**config.mk**
```make
export PLATFORM = sky130hd
export DESIGN_NAME = costas_derot
export DESIGN_NICKNAME = d
export VERILOG_FILES = /design/src/rtl/cdl_pkg.sv /design/src/rtl/cdl_sincos.sv /design/src/rtl/cdl_mixer.sv /design/src/rtl/cdl_phase_det.sv /design/src/rtl/cdl_loop_nco.sv /design/src/rtl/costas_derot.sv
export SDC_FILE = /design/constraint.sdc
export NUM_CORES = 1
export LEC_CHECK = 0
export ABC_CLOCK_PERIOD_IN_PS = 9300
export BUFFER_PORTS_ARGS = -buffer_cell sky130_fd_sc_hd__buf_2
export CAP_MARGIN = 20
export CORE_AREA = 2 2 184 186
export CTS_BUF_LIST = sky130_fd_sc_hd__clkbuf_16
export CTS_CLUSTER_SIZE = 28
export DETAILED_ROUTE_END_ITERATION = 10
export DIE_AREA = 0 0 186 188
export GPL_TIMING_DRIVEN = 0
export MAX_ROUTING_LAYER = met4
export PLACE_DENSITY = 0.72
export SETUP_SLACK_MARGIN = 0.3
export SLEW_MARGIN = 5
export SYNTH_ARGS = -nofsm -noshare
export SYNTH_HDL_FRONTEND = slang
export SYNTH_SLANG_ARGS = --single-unit
```
**constraint.sdc**
```tcl
create_clock -name clk -period 9.3 [get_ports clk]
set_input_delay 1.86 -clock clk [delete_from_list [all_inputs] [get_ports clk]]
set_output_delay 1.86 -clock clk [all_outputs]
set_load 0.005 [all_outputs]
```
**src/rtl/cdl_pkg.sv**
```systemverilog
`timescale 1ns/1ps
package cdl_pkg;
   typedef enum logic {
      DET_BIN  = 1'b0,
      DET_QUAD = 1'b1
   } det_mode_e;
endpackage

```
**src/rtl/cdl_sincos.sv**
```systemverilog
`timescale 1ns/1ps
// Quarter-wave cosine/sine table addressed by the top phase bits.
module cdl_sincos #(
   parameter int ADR_W = 6,
   parameter int AMP_W = 8
) (
   input  logic [ADR_W-1:0]        addr,
   output logic signed [AMP_W-1:0] cos_o,
   output logic signed [AMP_W-1:0] sin_o
);
   localparam int     IDX_W = ADR_W - 2;
   localparam int     QN    = 1 << IDX_W;
   localparam longint AMAX  = (longint'(1) << (AMP_W - 1)) - 1;

   if (ADR_W < 3) begin : g_bad_adr
      $error("cdl_sincos: ADR_W must be at least 3");
   end
   if (AMP_W < 4) begin : g_bad_amp
      $error("cdl_sincos: AMP_W must be at least 4");
   end

   // Rational sine approximation over a quarter turn, index k of QN.
   function automatic logic [AMP_W-1:0] quarter_sine(input int k);
      longint d, p, den, v;
      d   = longint'(90) * k;
      p   = d * (longint'(180) * QN - d);
      den = longint'(40500) * QN * QN - p;
      v   = (4 * AMAX * p + den / 2) / den;
      return v[AMP_W-1:0];
   endfunction

   logic [AMP_W-1:0] tbl [QN+1];
   for (genvar k = 0; k <= QN; k++) begin : g_tbl
      assign tbl[k] = quarter_sine(k);
   end

   logic [1:0]              quad;
   logic [IDX_W:0]          fwd, rev;
   logic signed [AMP_W-1:0] a, b;

   assign quad = addr[ADR_W-1 -: 2];
   assign fwd  = {1'b0, addr[IDX_W-1:0]};
   assign rev  = (IDX_W+1)'(QN) - fwd;
   assign a    = signed'(tbl[fwd]);
   assign b    = signed'(tbl[rev]);

   always_comb begin
      unique case (quad)
         2'd0:    begin sin_o =  a; cos_o =  b; end
         2'd1:    begin sin_o =  b; cos_o = -a; end
         2'd2:    begin sin_o = -a; cos_o = -b; end
         default: begin sin_o = -b; cos_o =  a; end
      endcase
   end
endmodule

```
**src/rtl/cdl_mixer.sv**
```systemverilog
`timescale 1ns/1ps
// Multiply by the conjugate phasor, round, clamp back to IN_W bits.
module cdl_mixer #(
   parameter int IN_W  = 8,
   parameter int AMP_W = 8
) (
   input  logic signed [IN_W-1:0]  xi,
   input  logic signed [IN_W-1:0]  xq,
   input  logic signed [AMP_W-1:0] c,
   input  logic signed [AMP_W-1:0] s,
   output logic signed [IN_W-1:0]  yi,
   output logic signed [IN_W-1:0]  yq
);
   localparam int PW = IN_W + AMP_W + 1;
   localparam int SH = AMP_W - 1;
   localparam logic signed [PW-1:0] HI   = PW'((1 << (IN_W - 1)) - 1);
   localparam logic signed [PW-1:0] LO   = -HI - PW'(1);
   localparam logic signed [PW-1:0] HALF = PW'(1 << (SH - 1));

   function automatic logic signed [IN_W-1:0] clamp(input logic signed [PW-1:0] v);
      if (v > HI)      return IN_W'(HI);
      else if (v < LO) return IN_W'(LO);
      else             return IN_W'(v);
   endfunction

   logic signed [PW-1:0] xi_e, xq_e, c_e, s_e, acc_i, acc_q;

   always_comb begin
      xi_e  = PW'(xi);
      xq_e  = PW'(xq);
      c_e   = PW'(c);
      s_e   = PW'(s);
      acc_i = ((xi_e * c_e) + (xq_e * s_e) + HALF) >>> SH;
      acc_q = ((xq_e * c_e) - (xi_e * s_e) + HALF) >>> SH;
      yi    = clamp(acc_i);
      yq    = clamp(acc_q);
   end
endmodule

```
**src/rtl/cdl_phase_det.sv**
```systemverilog
`timescale 1ns/1ps
// Sign-times-value Costas detector; form selected by mode.
module cdl_phase_det #(
   parameter int IN_W = 8,
   localparam int ERR_W = IN_W + 2
) (
   input  logic                   en,
   input  cdl_pkg::det_mode_e     mode,
   input  logic signed [IN_W-1:0] yi,
   input  logic signed [IN_W-1:0] yq,
   output logic signed [ERR_W-1:0] err
);
   logic signed [ERR_W-1:0] yi_e, yq_e, t_i, t_q;

   always_comb begin
      yi_e = ERR_W'(yi);
      yq_e = ERR_W'(yq);
      t_i  = yi[IN_W-1] ? -yq_e : yq_e;
      t_q  = yq[IN_W-1] ? -yi_e : yi_e;
      if (!en)                          err = '0;
      else if (mode == cdl_pkg::DET_QUAD) err = t_i - t_q;
      else                              err = t_i;
   end
endmodule

```
**src/rtl/cdl_loop_nco.sv**
```systemverilog
`timescale 1ns/1ps
// Proportional-plus-integral filter feeding a phase accumulator.
module cdl_loop_nco #(
   parameter int PH_W   = 16,
   parameter int ERR_W  = 10,
   parameter int KP_SH  = 4,
   parameter int KI_SH  = 2,
   parameter int FRAC_W = 8
) (
   input  logic                    clk,
   input  logic                    rst_n,
   input  logic                    ld,
   input  logic [PH_W-1:0]         ld_phase,
   input  logic signed [PH_W-1:0]  ld_freq,
   input  logic signed [ERR_W-1:0] err,
   output logic [PH_W-1:0]         phase
);
   localparam int INT_W = PH_W + FRAC_W;

   if (ERR_W > PH_W) begin : g_bad_err
      $error("cdl_loop_nco: ERR_W must not exceed PH_W");
   end
   if (FRAC_W < 1) begin : g_bad_frac
      $error("cdl_loop_nco: FRAC_W must be at least 1");
   end

   logic signed [INT_W-1:0] integ, err_int;
   logic signed [PH_W-1:0]  err_ph, prop;
   logic [PH_W-1:0]         freq;

   always_comb begin
      err_int = INT_W'(err) <<< KI_SH;
      err_ph  = PH_W'(err);
      prop    = err_ph <<< KP_SH;
      freq    = integ[INT_W-1:FRAC_W] + prop;
   end

   always_ff @(posedge clk or negedge rst_n) begin
      if (!rst_n) begin
         integ <= '0;
         phase <= '0;
      end else if (ld) begin
         integ <= {ld_freq, {FRAC_W{1'b0}}};
         phase <= ld_phase;
      end else begin
         integ <= integ + err_int;
         phase <= phase + freq;
      end
   end

   // a load takes both phase and frequency, whatever the error
   a_r8_load_takes_over: assert property (@(posedge clk) disable iff (!rst_n)
      ($past(rst_n) && $past(ld)) |->
         (phase == $past(ld_phase) && integ[INT_W-1:FRAC_W] == $past(ld_freq)));

   // without an error and without a load the integrator keeps its value
   a_r5_integ_hold: assert property (@(posedge clk) disable iff (!rst_n)
      ($past(rst_n) && !$past(ld) && $past(err) == '0) |-> $stable(integ));
endmodule

```
**src/rtl/costas_derot.sv**
```systemverilog
`timescale 1ns/1ps
module costas_derot #(
   parameter int IN_W   = 8,
   parameter int PH_W   = 16,
   parameter int LUT_AW = 6,
   parameter int LUT_W  = 8,
   parameter int KP_SH  = 4,
   parameter int KI_SH  = 2,
   parameter int FRAC_W = 8,
   localparam int ERR_W = IN_W + 2
) (
   input  logic                    clk,
   input  logic                    rst_n,
   input  logic                    mode,
   input  logic signed [IN_W-1:0]  in_i,
   input  logic signed [IN_W-1:0]  in_q,
   input  logic                    in_end,
   input  logic                    ld,
   input  logic [PH_W-1:0]         ld_phase,
   input  logic signed [PH_W-1:0]  ld_freq,
   output logic signed [IN_W-1:0]  out_i,
   output logic signed [IN_W-1:0]  out_q,
   output logic                    out_end,
   output logic signed [ERR_W-1:0] out_err,
   output logic [PH_W-1:0]         out_phase
);
   if (LUT_AW > PH_W) begin : g_bad_lut
      $error("costas_derot: LUT_AW must not exceed PH_W");
   end
   if (IN_W < 2) begin : g_bad_in
      $error("costas_derot: IN_W must be at least 2");
   end

   logic signed [LUT_W-1:0] nco_c, nco_s;
   logic signed [IN_W-1:0]  mix_i, mix_q;
   cdl_pkg::det_mode_e      det_mode;

   assign det_mode = cdl_pkg::det_mode_e'(mode);

   cdl_sincos #(.ADR_W(LUT_AW), .AMP_W(LUT_W)) u_lut (
      .addr  (out_phase[PH_W-1 -: LUT_AW]),
      .cos_o (nco_c),
      .sin_o (nco_s)
   );

   cdl_mixer #(.IN_W(IN_W), .AMP_W(LUT_W)) u_mix (
      .xi (in_i),
      .xq (in_q),
      .c  (nco_c),
      .s  (nco_s),
      .yi (mix_i),
      .yq (mix_q)
   );

   always_ff @(posedge clk or negedge rst_n) begin
      if (!rst_n) begin
         out_i   <= '0;
         out_q   <= '0;
         out_end <= 1'b0;
      end else begin
         out_i   <= mix_i;
         out_q   <= mix_q;
         out_end <= in_end;
      end
   end

   cdl_phase_det #(.IN_W(IN_W)) u_det (
      .en   (out_end),
      .mode (det_mode),
      .yi   (out_i),
      .yq   (out_q),
      .err  (out_err)
   );

   cdl_loop_nco #(
      .PH_W(PH_W), .ERR_W(ERR_W), .KP_SH(KP_SH), .KI_SH(KI_SH), .FRAC_W(FRAC_W)
   ) u_loop (
      .clk      (clk),
      .rst_n    (rst_n),
      .ld       (ld),
      .ld_phase (ld_phase),
      .ld_freq  (ld_freq),
      .err      (out_err),
      .phase    (out_phase)
   );

   // the on-chip flag is delayed by exactly one clock
   a_r2_end_delay: assert property (@(posedge clk) disable iff (!rst_n)
      $past(rst_n) |-> (out_end == $past(in_end)));

   // off-chip samples never produce an error
   a_r5_err_idle: assert property (@(posedge clk) disable iff (!rst_n)
      !out_end |-> (out_err == '0));

   // with no error and no load, phase steps by a constant amount
   a_r4_steady_step: assert property (@(posedge clk) disable iff (!rst_n)
      ($past(rst_n, 2) && !$past(ld) && !$past(ld, 2) && !$past(out_end) && !$past(out_end, 2))
      |-> ((out_phase - $past(out_phase)) == ($past(out_phase) - $past(out_phase, 2))));
endmodule

```
# Yosys cells after proc, flatten, opt, wreduce, memory -nomap -nowiden
# Memories as Yosys holds them, arrays and structs flattened.
# Index checks and enable logic that the tools add are counted.
[word_totals]
memories = 2
ramBits = 0
regBits = 57
latch_bits = 0
romBits = 512
[op_classes]
eq_ne = 2
n_mul = 4
div_mod_pow = 0
n_mux = 16
reduce_logical = 1
order_cmp = 6
bitwise_logic = 2
shift = 0
addsub = 13
[memory_table]
columns = ["name", "words", "word_bits", "rd", "rd_ports_with_merged_regs", "write_ports", "line", "rtl"]
rows = [
  ["(no name shown)", 32, 8, 1, 0, 0, "cdl_sincos.sv:44", "assign a = signed'(tbl[fwd]);"],
  ["(no name shown)", 32, 8, 1, 0, 0, "cdl_sincos.sv:45", "assign b = signed'(tbl[rev]);"],
]
[ops]
columns = ["op", "count"]
rows = [
  ["$mul A8 B8 Y16", 4],
  ["$mux W8", 8],
  ["$pmux W8 S3", 2],
  ["$mux W10", 4],
  ["$add A17 B8 Y17 const B", 2],
  ["$add A16 B16 Y16", 2],
  ["$add A24 B12 Y24", 1],
  ["$mux W24", 1],
  ["$gt A10 B8 Y1 const B", 2],
  ["$lt A10 B8 Y1 const B", 2],
  ["$neg A8 Y10", 2],
  ["$add A17 B17 Y17", 1],
  ["$sub A17 B17 Y17", 1],
  ["$mux W16", 1],
  ["$neg A8 Y8", 2],
  ["$ge A6 B6 Y1 const B", 2],
  ["$sub A10 B10 Y10", 1],
  ["$not A4 Y6", 1],
  ["$not A5 Y6", 1],
  ["$sub A5 B4 Y5 const A", 1],
  ["$eq A2 B1 Y1 const B", 1],
  ["$eq A2 B2 Y1 const B", 1],
  ["$logic_not A2 Y1", 1],
]

# Logic depth before layout (Yosys ltp)
# Gate-level depths: netlist of run 1.
[logic_depth]
depth_word = 13
mapped_depth = 43
depth_no_buf = 40

# Modules after synthesis
# From an unflattened synthesis of run 1, not the netlist that was laid out.
[hier_totals]
cells_unflattened = 1950
hier_area_um2 = 17360.4
[modules_own_cells]
columns = ["module", "area_each_um2", "instances", "cells_each"]
rows = [
  ["cdl_mixer", 10960.5, 1, 1200],
  ["cdl_loop_nco", 3350.7, 1, 370],
  ["cdl_sincos", 1525.2, 1, 211],
  ["cdl_phase_det", 1098.6, 1, 152],
  ["costas_derot", 425.4, 1, 17],
]

# Least setup slack after synthesis of run 1
# OpenSTA, ideal clock, no wires.
[synth_timing]
path_kind = "reg-to-reg"
start = "register u_loop.phase[10]"
end = "register out_q[0]"
arrival_time_ns = 8.972
path_buffers = 3
path_stages_with_launch = 42
setup_time_ns = 0.133
slack_ns = 0.195
path_cell_list = "dfrtp_1 -> buf_2 -> inv_1 -> ha_1 -> ha_1 -> clkbuf_1 -> mux2_2 -> a21oi_1 -> nor2_1 -> ha_1 -> nand2_1 -> o31a_1 -> xnor2_1 -> a21oi_1 -> clkbuf_1 -> nand2_1 -> fa_1 -> fa_1 -> [6 not listed] -> a21oi_1 -> o21bai_1 -> a21oi_1 -> nor2b_1 -> o21a_1 -> o21ai_0 -> nand2b_1 -> a21oi_1 -> xor2_1 -> ha_1 -> ha_1 -> a21oi_1 -> nand2_1 -> a21oi_1 -> a31oi_4 -> xor2_2 -> a21oi_2 -> o21ai_1"
[synth_via]
elab_chain_len = 13
[synth_lines]
columns = ["element", "line", "rtl"]
rows = [
  ["from (decl)", "cdl_loop_nco.sv:16", "output logic [PH_W-1:0] phase"],
  ["from (signal assigned)", "cdl_loop_nco.sv:44", "phase <= ld_phase;"],
  ["from (signal assigned)", "cdl_loop_nco.sv:47", "phase <= phase + freq;"],
  ["$sub A5 B4 Y5", "cdl_sincos.sv:43", "assign rev = (IDX_W+1)'(QN) - fwd;"],
  ["$not A5 Y6 (not written as such)", "cdl_sincos.sv:45", ""],
  ["$mem_v2 Z32 W8", "--", ""],
  ["$mux W8 (not written as such) (2 in series)", "cdl_sincos.sv:45", ""],
  ["$neg A8 Y8", "cdl_sincos.sv:51, cdl_sincos.sv:52", ""],
  ["$pmux W8 S3", "cdl_sincos.sv:48", "unique case (quad)"],
  ["$mul A8 B8 Y16", "cdl_mixer.sv:34", "acc_q = ((xq_e * c_e) - (xi_e * s_e) + HALF) >>> SH;"],
  ["$sub A17 B17 Y17 *", "cdl_mixer.sv:34", ""],
  ["$add A17 B8 Y17 *", "cdl_mixer.sv:34", ""],
  ["$lt A10 B8 Y1", "cdl_mixer.sv:22", "else if (v < LO) return IN_W'(LO);"],
  ["$mux W8", "cdl_mixer.sv:22", ""],
  ["$mux W8 *", "cdl_mixer.sv:21", "if (v > HI) return IN_W'(HI);"],
  ["net mix_q[0]", "costas_derot.sv:35", "logic signed [IN_W-1:0] mix_i, mix_q;"],
  ["to (signal assigned)", "costas_derot.sv:62", "out_q <= mix_q;"],
  ["to (decl)", "costas_derot.sv:22", "output logic signed [IN_W-1:0] out_q,"],
]
# Mark *: on every way through the listed nets, which the timed path passes. The rest lies on a longest branch. The select of a mux whose other input is x is not followed.

# Worst setup path in the final report of run 1
[layout_timing]
start = "register u_loop.phase[10]"
end = "register out_i[3]"
[layout_via]
elab_chain_len = 13
[layout_lines]
columns = ["element", "line", "rtl"]
rows = [
  ["$sub A5 B4 Y5", "cdl_sincos.sv:43", ""],
  ["$not A5 Y6 (not written as such)", "cdl_sincos.sv:45", ""],
  ["$mem_v2 Z32 W8", "--", ""],
  ["$mux W8 (not written as such) (2 in series)", "cdl_sincos.sv:45", ""],
  ["$neg A8 Y8", "cdl_sincos.sv:51, cdl_sincos.sv:52", ""],
  ["$pmux W8 S3", "cdl_sincos.sv:48", ""],
  ["$mul A8 B8 Y16", "cdl_mixer.sv:33", "acc_i = ((xi_e * c_e) + (xq_e * s_e) + HALF) >>> SH;"],
  ["$add A17 B17 Y17 *", "cdl_mixer.sv:33", ""],
  ["$add A17 B8 Y17 *", "cdl_mixer.sv:33", ""],
  ["$lt A10 B8 Y1", "cdl_mixer.sv:22", ""],
  ["$mux W8", "cdl_mixer.sv:22", ""],
  ["$mux W8 *", "cdl_mixer.sv:21", ""],
  ["net mix_i[3]", "costas_derot.sv:35", ""],
  ["to (signal assigned)", "costas_derot.sv:61", "out_i <= mix_i;"],
  ["to (decl)", "costas_derot.sv:21", "output logic signed [IN_W-1:0] out_i,"],
]
# Marks and branches as above.

==> results of run 1 <==
[what timing repair did]
action	CTS	global route
cloned	0	1
setup endpoints to repair	16	16
resized for setup	91	122
setup buffers	23	26
pin swaps	14	42
[layer usage]
| layer | part of all wire [%] | up-vias |
|---|---|---|
| met1 | 42 | 6724 |
| met5 | 0 | - |
| met2 | 48 | 412 |
| li1 | - | 6423 |
| met4 | 4.3 | 0 |
| met3 | 6.5 | 85 |
[area by class of cell]
class                           instances  area (µm²)  area share (%)
Clock buffer                            5         125           0.655
Buffer                                 60         378            1.98
Timing Repair Buffer                  143         887            4.64
Tap cell                              448         561            2.93
Antenna cell                            1        2.50          0.0131
Multi-Input combinational cell       1452       14400            75.2
Inverter                              361        1360            7.09
Sequential cell                        55        1380            7.23
Clock inverter                          3        42.5           0.223
[how the worst max path moves through the flow]
stage                           to  slack (ns)
final                     out_i[3]        0.53
after global routing      out_i[3]        0.24
after CTS                 out_q[0]        0.30
after detailed placement  out_i[0]       -1.85
after global placement    out_i[0]       -1.64
after floorplan           out_q[0]        0.35
[kinds of logic (layout without fill, tap and decap cells)]
| family | after synthesis | count (layout) |
|---|---|---|
| other | 0 | 1 |
| buffers and inverters | 421 | 572 |
| muxes | 22 | 22 |
| DFF | 55 | 55 |
| AOI/OAI and AO/OA | 293 | 293 |
| and+or+nand+nor | 524 | 524 |
| adders and majority gates | 467 | 467 |
| xor gates and xnor gates | 146 | 146 |
[placed cells by master, fill, tap and decap left out, types with 8 or more instances in the layout]
cell / synthesis / routed
inv_1: 360 / 359
fa_1: 234 / 232
ha_1: 233 / 220
nand2_1: 152 / 150
and2_1: 128 / 128
nor2_1: 102 / 96
buf_2: 9 / 95
xnor2_1: 92 / 84
o21ai_0: 73 / 55
dfrtp_1: 55 / 51
buf_4: 1 / 48
xor2_1: 51 / 47
a21oi_1: 78 / 45
nor2b_1: 38 / 38
clkbuf_1: 47 / 34
a21o_1: 33 / 33
a21oi_2: 3 / 27
nand2b_1: 24 / 23
nor3_1: 23 / 21
o21ai_1: 8 / 16
o21bai_1: 15 / 15
nand3_1: 16 / 13
o21a_1: 12 / 12
ha_4: 0 / 11
mux2i_1: 12 / 10
a21oi_4: 0 / 9
or3_1: 9 / 9
and3_1: 9 / 8
a31oi_1: 10 / 8
buf_6: 0 / 8
[state kept, by name (all words and copies together) (netlist names)]
register	count
out_end	1
out_i	8
u_loop.phase	16
u_loop.integ	22
out_q	8
[synth_stat cells, types with 3 or more instances]
cell	count	area, µm²
and3_1	9	56.3
nand2_1	152	571
or3_1	9	56.3
a211o_1	3	26.3
o21ai_0	73	365
mux2_2	8	90.1
nand3_1	16	80.1
and2_1	128	801
o211ai_1	7	52.6
nand4_1	3	18.8
and2b_1	5	37.5
o21a_1	12	90.1
a211oi_1	7	52.6
buf_2	9	45.0
o21ai_1	8	40.0
o31ai_1	9	67.6
o41ai_1	4	35.0
o221ai_1	3	26.3
nor3_1	23	115
mux2i_1	12	120
buf_1	3	11.3
a31oi_1	10	62.6
fa_1	234	4680
nor2b_1	38	238
nor2_1	102	383
xnor2_1	92	806
nand2b_1	24	150
xor2_1	51	447
or2_2	7	43.8
a21o_1	33	248
dfrtp_1	55	1380
o211a_1	5	50.1
a21boi_0	5	37.5
inv_1	360	1350
o21bai_1	15	113
a21oi_1	78	390
a21oi_2	3	26.3
ha_1	233	2920
clkbuf_1	47	176
[worst max-delay path, delay by kind of cell, from the launching register on]
| family | cells | cell delay (ns) |
|---|---|---|
| multiplexers | 1 | 0.32 |
| XOR/XNOR | 3 | 0.51 |
| adder cells (fa/ha/maj) | 9 | 3.40 |
| AND/OR/NAND/NOR | 8 | 0.90 |
| buffers and inverters | 9 | 1.04 |
| AO/OA/AOI/OAI | 11 | 2.03 |
| flip-flops | 1 | 0.41 |
[metrics by stage]
| stage | TNS [ns] | util (%) | setup WS, ns | std cells | cell area [µm²] |
|---|---|---|---|---|---|
| 6_report | 0 | 57.7 | 0.534 | 2528 | 19100 |
| 3_5_place_dp | -26.11 | 53.5 | -1.85 | 2469 | 17700 |
| 4_1_cts | 0 | 55.6 | 0.302 | 2500 | 18400 |
| 5_1_grt | 0 | 57.7 | 0.243 | 2528 | 19100 |
| 3_3_place_gp | -23.90 | 53.4 | -1.64 | 2467 | 17700 |
| 2_1_floorplan | 0 | - | 0.348 | 1928 | 16700 |
==> impl_metrics.ini, run 1 <==
[global_routing]
grt_max_degree = 38
antenna_found_initial = 1
use_met1_pct = 31.7
grtUsageTotal_pct = 25.5
grt.met3_usage_pct = 3.44
grtUsageMet2_pct = 42.5
grt_overflow = 0
grt_pass1_wl_um = 69000
grt-busiest-layer = met2
grt_pass1_vias = 14000

[detailed_routing]
antenna_left = 0
routedWlPerCell_um = 17.0
via_per_inst = 5.40
first_iter_violations = 712
vias = 13600
wl_um = 42900
drcViolationCount = 0
drt_first_pass_iters = 5

[critical_path]
slowest_stage = fa_1
path_class = flip-flop to flip-flop
rr_startpoint = u_loop.phase[10]
critPathCaptureType = flip-flop
reg2reg_to = out_i[3]
cp.arrival_ns = 8.96
crit_required_ns = 9.49
setup.worst_path.start = u_loop.phase[10]
rr_worst_depth = 41
slowest_delay_ns = 0.56
worst_setup_path_start_kind = flip-flop
rrSetupSlack_ns = 0.53
cp_max_fo = 8

[cts]
htree_levels = 2
cts_buffer_depth = 2
cts_made_buffers = 5
cts_hold_buf = 0
cts.sinks = 55
cts_tree = done
cts-root-buf = clkbuf_16
path_clk_slew_ns = 0.08
clk_latency_ns = 0.30

[min_path]
hold_class = flip-flop to flip-flop
hold_start = u_loop.integ[2]
min_to = u_loop.integ[2]
hold_depth = 2

[synthesis]
avgSynthCellArea_um2 = 8.63
synthesis.nets = 2448
ys.flop_type = dfrtp_1
async_reset_ff_share_pct = 100
synth_compound_area_share_pct = 11.4
synth_top_family_by_area = adder cells
yosysUniqueCellTypes = 66
ys_warn_count = 0
yosys.area_share.xor_xnor_pct = 7.85
synth-simple-area-share_pct = 15.7
synth-seq-cells = 55
yosysSeqAreaShare_pct = 8.27
syn-cell-area_um2 = 16600
synth_cells = 1928
synth-edff-count = 0
synthAdderAreaFrac_pct = 45.7
synth_mux_area_share_pct = 1.53

[placement]
hpwl_um = 34500
io_buffers = 91
globalplace.congestion = 0.908

[timing]
rsz0062_at_grt = no
setup_violations = 0
hold_violations = 0
layout_min_cycle_time_ns = 8.77
min_period_over_period_pct = 94.3
relSlewSlack_pct = 43.5
clock_skew_ns = 0.00903
worst_hold_slack_ns = 0.593
maxSlewViolCount = 0
fmax_mhz = 114
tightest_slew_ns = 0.848

[outcome]
status = finished, final reports clean

[die]
io-pin-count = 96
fp.dieW_um = 186
die-area_um2 = 35000
start_util_pct = 50.3
coreArea_um2 = 33100
die_y_um = 188
std_cell_rows = 67

[job]
drv_cap = 0

[final_layout]
finalNetCount = 2598
drive_gt1_share_pct = 14.9
fill_cells = 2998
area_growth_pct = 14.8
Power of run 1 is not shown: default switching activity piles up to over one toggle a cycle in this logic, so the estimate is an artifact.
==> inputs of run 2 (changes only) <==
--- a/config.mk
+++ b/config.mk
@@ -5,7 +5,7 @@
 export SDC_FILE = /design/constraint.sdc
 export NUM_CORES = 1
 export LEC_CHECK = 0
-export ABC_CLOCK_PERIOD_IN_PS = 9300
+export ABC_CLOCK_PERIOD_IN_PS = 11100
 export BUFFER_PORTS_ARGS = -buffer_cell sky130_fd_sc_hd__buf_2
 export CAP_MARGIN = 20
 export CORE_AREA = 2 2 184 186
@@ -15,7 +15,7 @@
 export DIE_AREA = 0 0 186 188
 export GPL_TIMING_DRIVEN = 0
 export MAX_ROUTING_LAYER = met4
-export PLACE_DENSITY = 0.72
+export PLACE_DENSITY = 0.69
 export SETUP_SLACK_MARGIN = 0.3
 export SLEW_MARGIN = 5
 export SYNTH_ARGS = -nofsm -noshare
==> constraint.sdc (replaced) <==
create_clock -name clk -period 11.1 [get_ports clk]
set_input_delay 2.22 -clock clk [delete_from_list [all_inputs] [get_ports clk]]
set_output_delay 2.22 -clock clk [all_outputs]
set_load 0.005 [all_outputs]
==> run 2 against run 1 <==
Against the previous run: final cell count down 1.9%; first-iteration DRC count up 2.5%; core utilization down 3.3 points; fmax down 14%; critical path depth unchanged; count of clock-buffer cells in the layout unchanged; flip-flop and latch count unchanged.
==> impl_metrics.ini, run 2 (synthesis results as in run 1) <==
[die]
io-pin-count = 96
die-area_um2 = 35000
start_util_pct = 50.3
fp.dieW_um = 186
std_cell_rows = 67
die_y_um = 188
coreArea_um2 = 33100

[detailed_routing]
drcViolationCount = 0
drt_first_pass_iters = 5
routedWlPerCell_um = 16.7
vias = 13200
wl_um = 41400
via_per_inst = 5.33
first_iter_violations = 730
antenna_left = 0

[min_path]
hold_start = u_loop.integ[2]
min_to = u_loop.integ[2]
hold_depth = 2
hold_class = flip-flop to flip-flop

[placement]
placedCellCount = 2469
io_buffers = 91
globalplace.congestion = 0.916
dp_slack_ns = -0.102
placed_area_um2 = 17700
hpwl_um = 34300

[critical_path]
slowest_stage = fa_1
worst_setup_path_start_kind = flip-flop
path_class = flip-flop to flip-flop
critPathBufInv = 8
slowest_delay_ns = 0.58
crit_top_cell = ha_1
rrSetupSlack_ns = 0.85
critPathCaptureType = flip-flop
rr_worst_depth = 41
critPathTopFamily = adder cells
cp.arrival_ns = 10.39
rr_startpoint = u_loop.phase[10]
crit_required_ns = 11.24
cp_max_fo = 10
reg2reg_to = out_i[1]

[final_layout]
finalInstanceArea_um2 = 18000
final_common_cell = inv_1
top_regs = u_loop.integ: 22 flops, u_loop.phase: 16 flops
top_register = u_loop.integ
largest_reg_flops = 22
fin_cells = 2480
drive_gt1_share_pct = 8.52
layout_common_cells = inv_1, fa_1, ha_1
finalNetCount = 2551
area_growth_pct = 8.30

[cts]
cts_buffer_depth = 2
htree_levels = 2
cts_made_buffers = 5
cts_hold_buf = 0
cts-root-buf = clkbuf_16
path_clk_slew_ns = 0.08
cts.sinks = 55
clk_latency_ns = 0.30
cts_tree = done

[global_routing]
antenna_found_initial = 1
grtUsageTotal_pct = 24.7
grt_overflow = 0
grt_max_degree = 34
grt_pass1_vias = 13100
grt_pass1_wl_um = 66300

[timing]
finalSetupTns_ns = 0
maxSlewViolCount = 0
clock_skew_ns = 0.0104
relSlewSlack_pct = 38.1
layout_min_cycle_time_ns = 10.25
fmax_mhz = 97.6
setup_violations = 0
setup_ws_ns = 0.851
rsz0062_at_grt = yes
tightest_slew_ns = 0.929
min_period_over_period_pct = 92.3
hold_violations = 0

[job]
drv_cap = 0

[outcome]
status = finished, final reports clean
run 2: area by class of cell:
cell class	count	area, µm²
Multi-Input combinational cell	1453	13800
Tap cell	448	561
Inverter	361	1360
Clock buffer	5	125
Buffer	60	254
Sequential cell	55	1380
Fill cell	3099	15100
Clock inverter	2	33.8
Timing Repair Buffer	95	502
Antenna cell	1	2.50
run 2: metrics by stage:
| step | hold slack (ns) | util [%] |
|---|---|---|
| 6_report | 0.595 | 54.4 |
| 5_1_grt | 0.642 | 54.4 |
| 4_1_cts | 0.600 | 54.0 |
| 3_5_place_dp | 0.582 | 53.4 |
| 3_3_place_gp | 0.570 | 53.3 |
| 2_1_floorplan | 0.550 | - |
run 2: worst max path at each step:
stage	start	end	slack [ns]	cells past startpoint
floorplan	u_loop.phase[10]	out_q[0]	1.99	41
global placement	u_loop.phase[10]	out_q[3]	0.07	41
detailed placement	u_loop.phase[10]	out_q[3]	-0.10	41
CTS	u_loop.phase[10]	out_i[0]	0.32	38
global route	u_loop.phase[10]	out_i[5]	0.21	41
finish	u_loop.phase[10]	out_i[1]	0.85	41
run 2: worst register-to-register path, delay by kind of cell (launching register included):
family	cells	cell delay, ns
adder cells (fa/ha/maj)	10	3.61
AO/OA/AOI/OAI	12	2.71
buffers and inverters	8	1.39
AND/OR/NAND/NOR	7	0.80
XOR/XNOR	3	0.70
flip-flops	1	0.50
multiplexers	1	0.37
run 2: what timing repair did:
item,in CTS,in global routing
resized for setup,10,37
setup buffers,0,1
pin swaps,0,2
endpoints found under the setup margin,15,16
endpoints found under the hold margin,0,0
cloned,0,1
run 2: metal layers:
| metal | wire (µm) | vias up | GRT usage, % |
|---|---|---|---|
| li1 | - | 6320 | - |
| met5 | 0 | - | - |
| met4 | 1240 | 0 | 6.45 |
| met1 | 17800 | 6432 | 31.9 |
| met2 | 20000 | 400 | 41.4 |
| met3 | 2360 | 65 | 2.31 |
Power of run 2 is left out for the same reason.
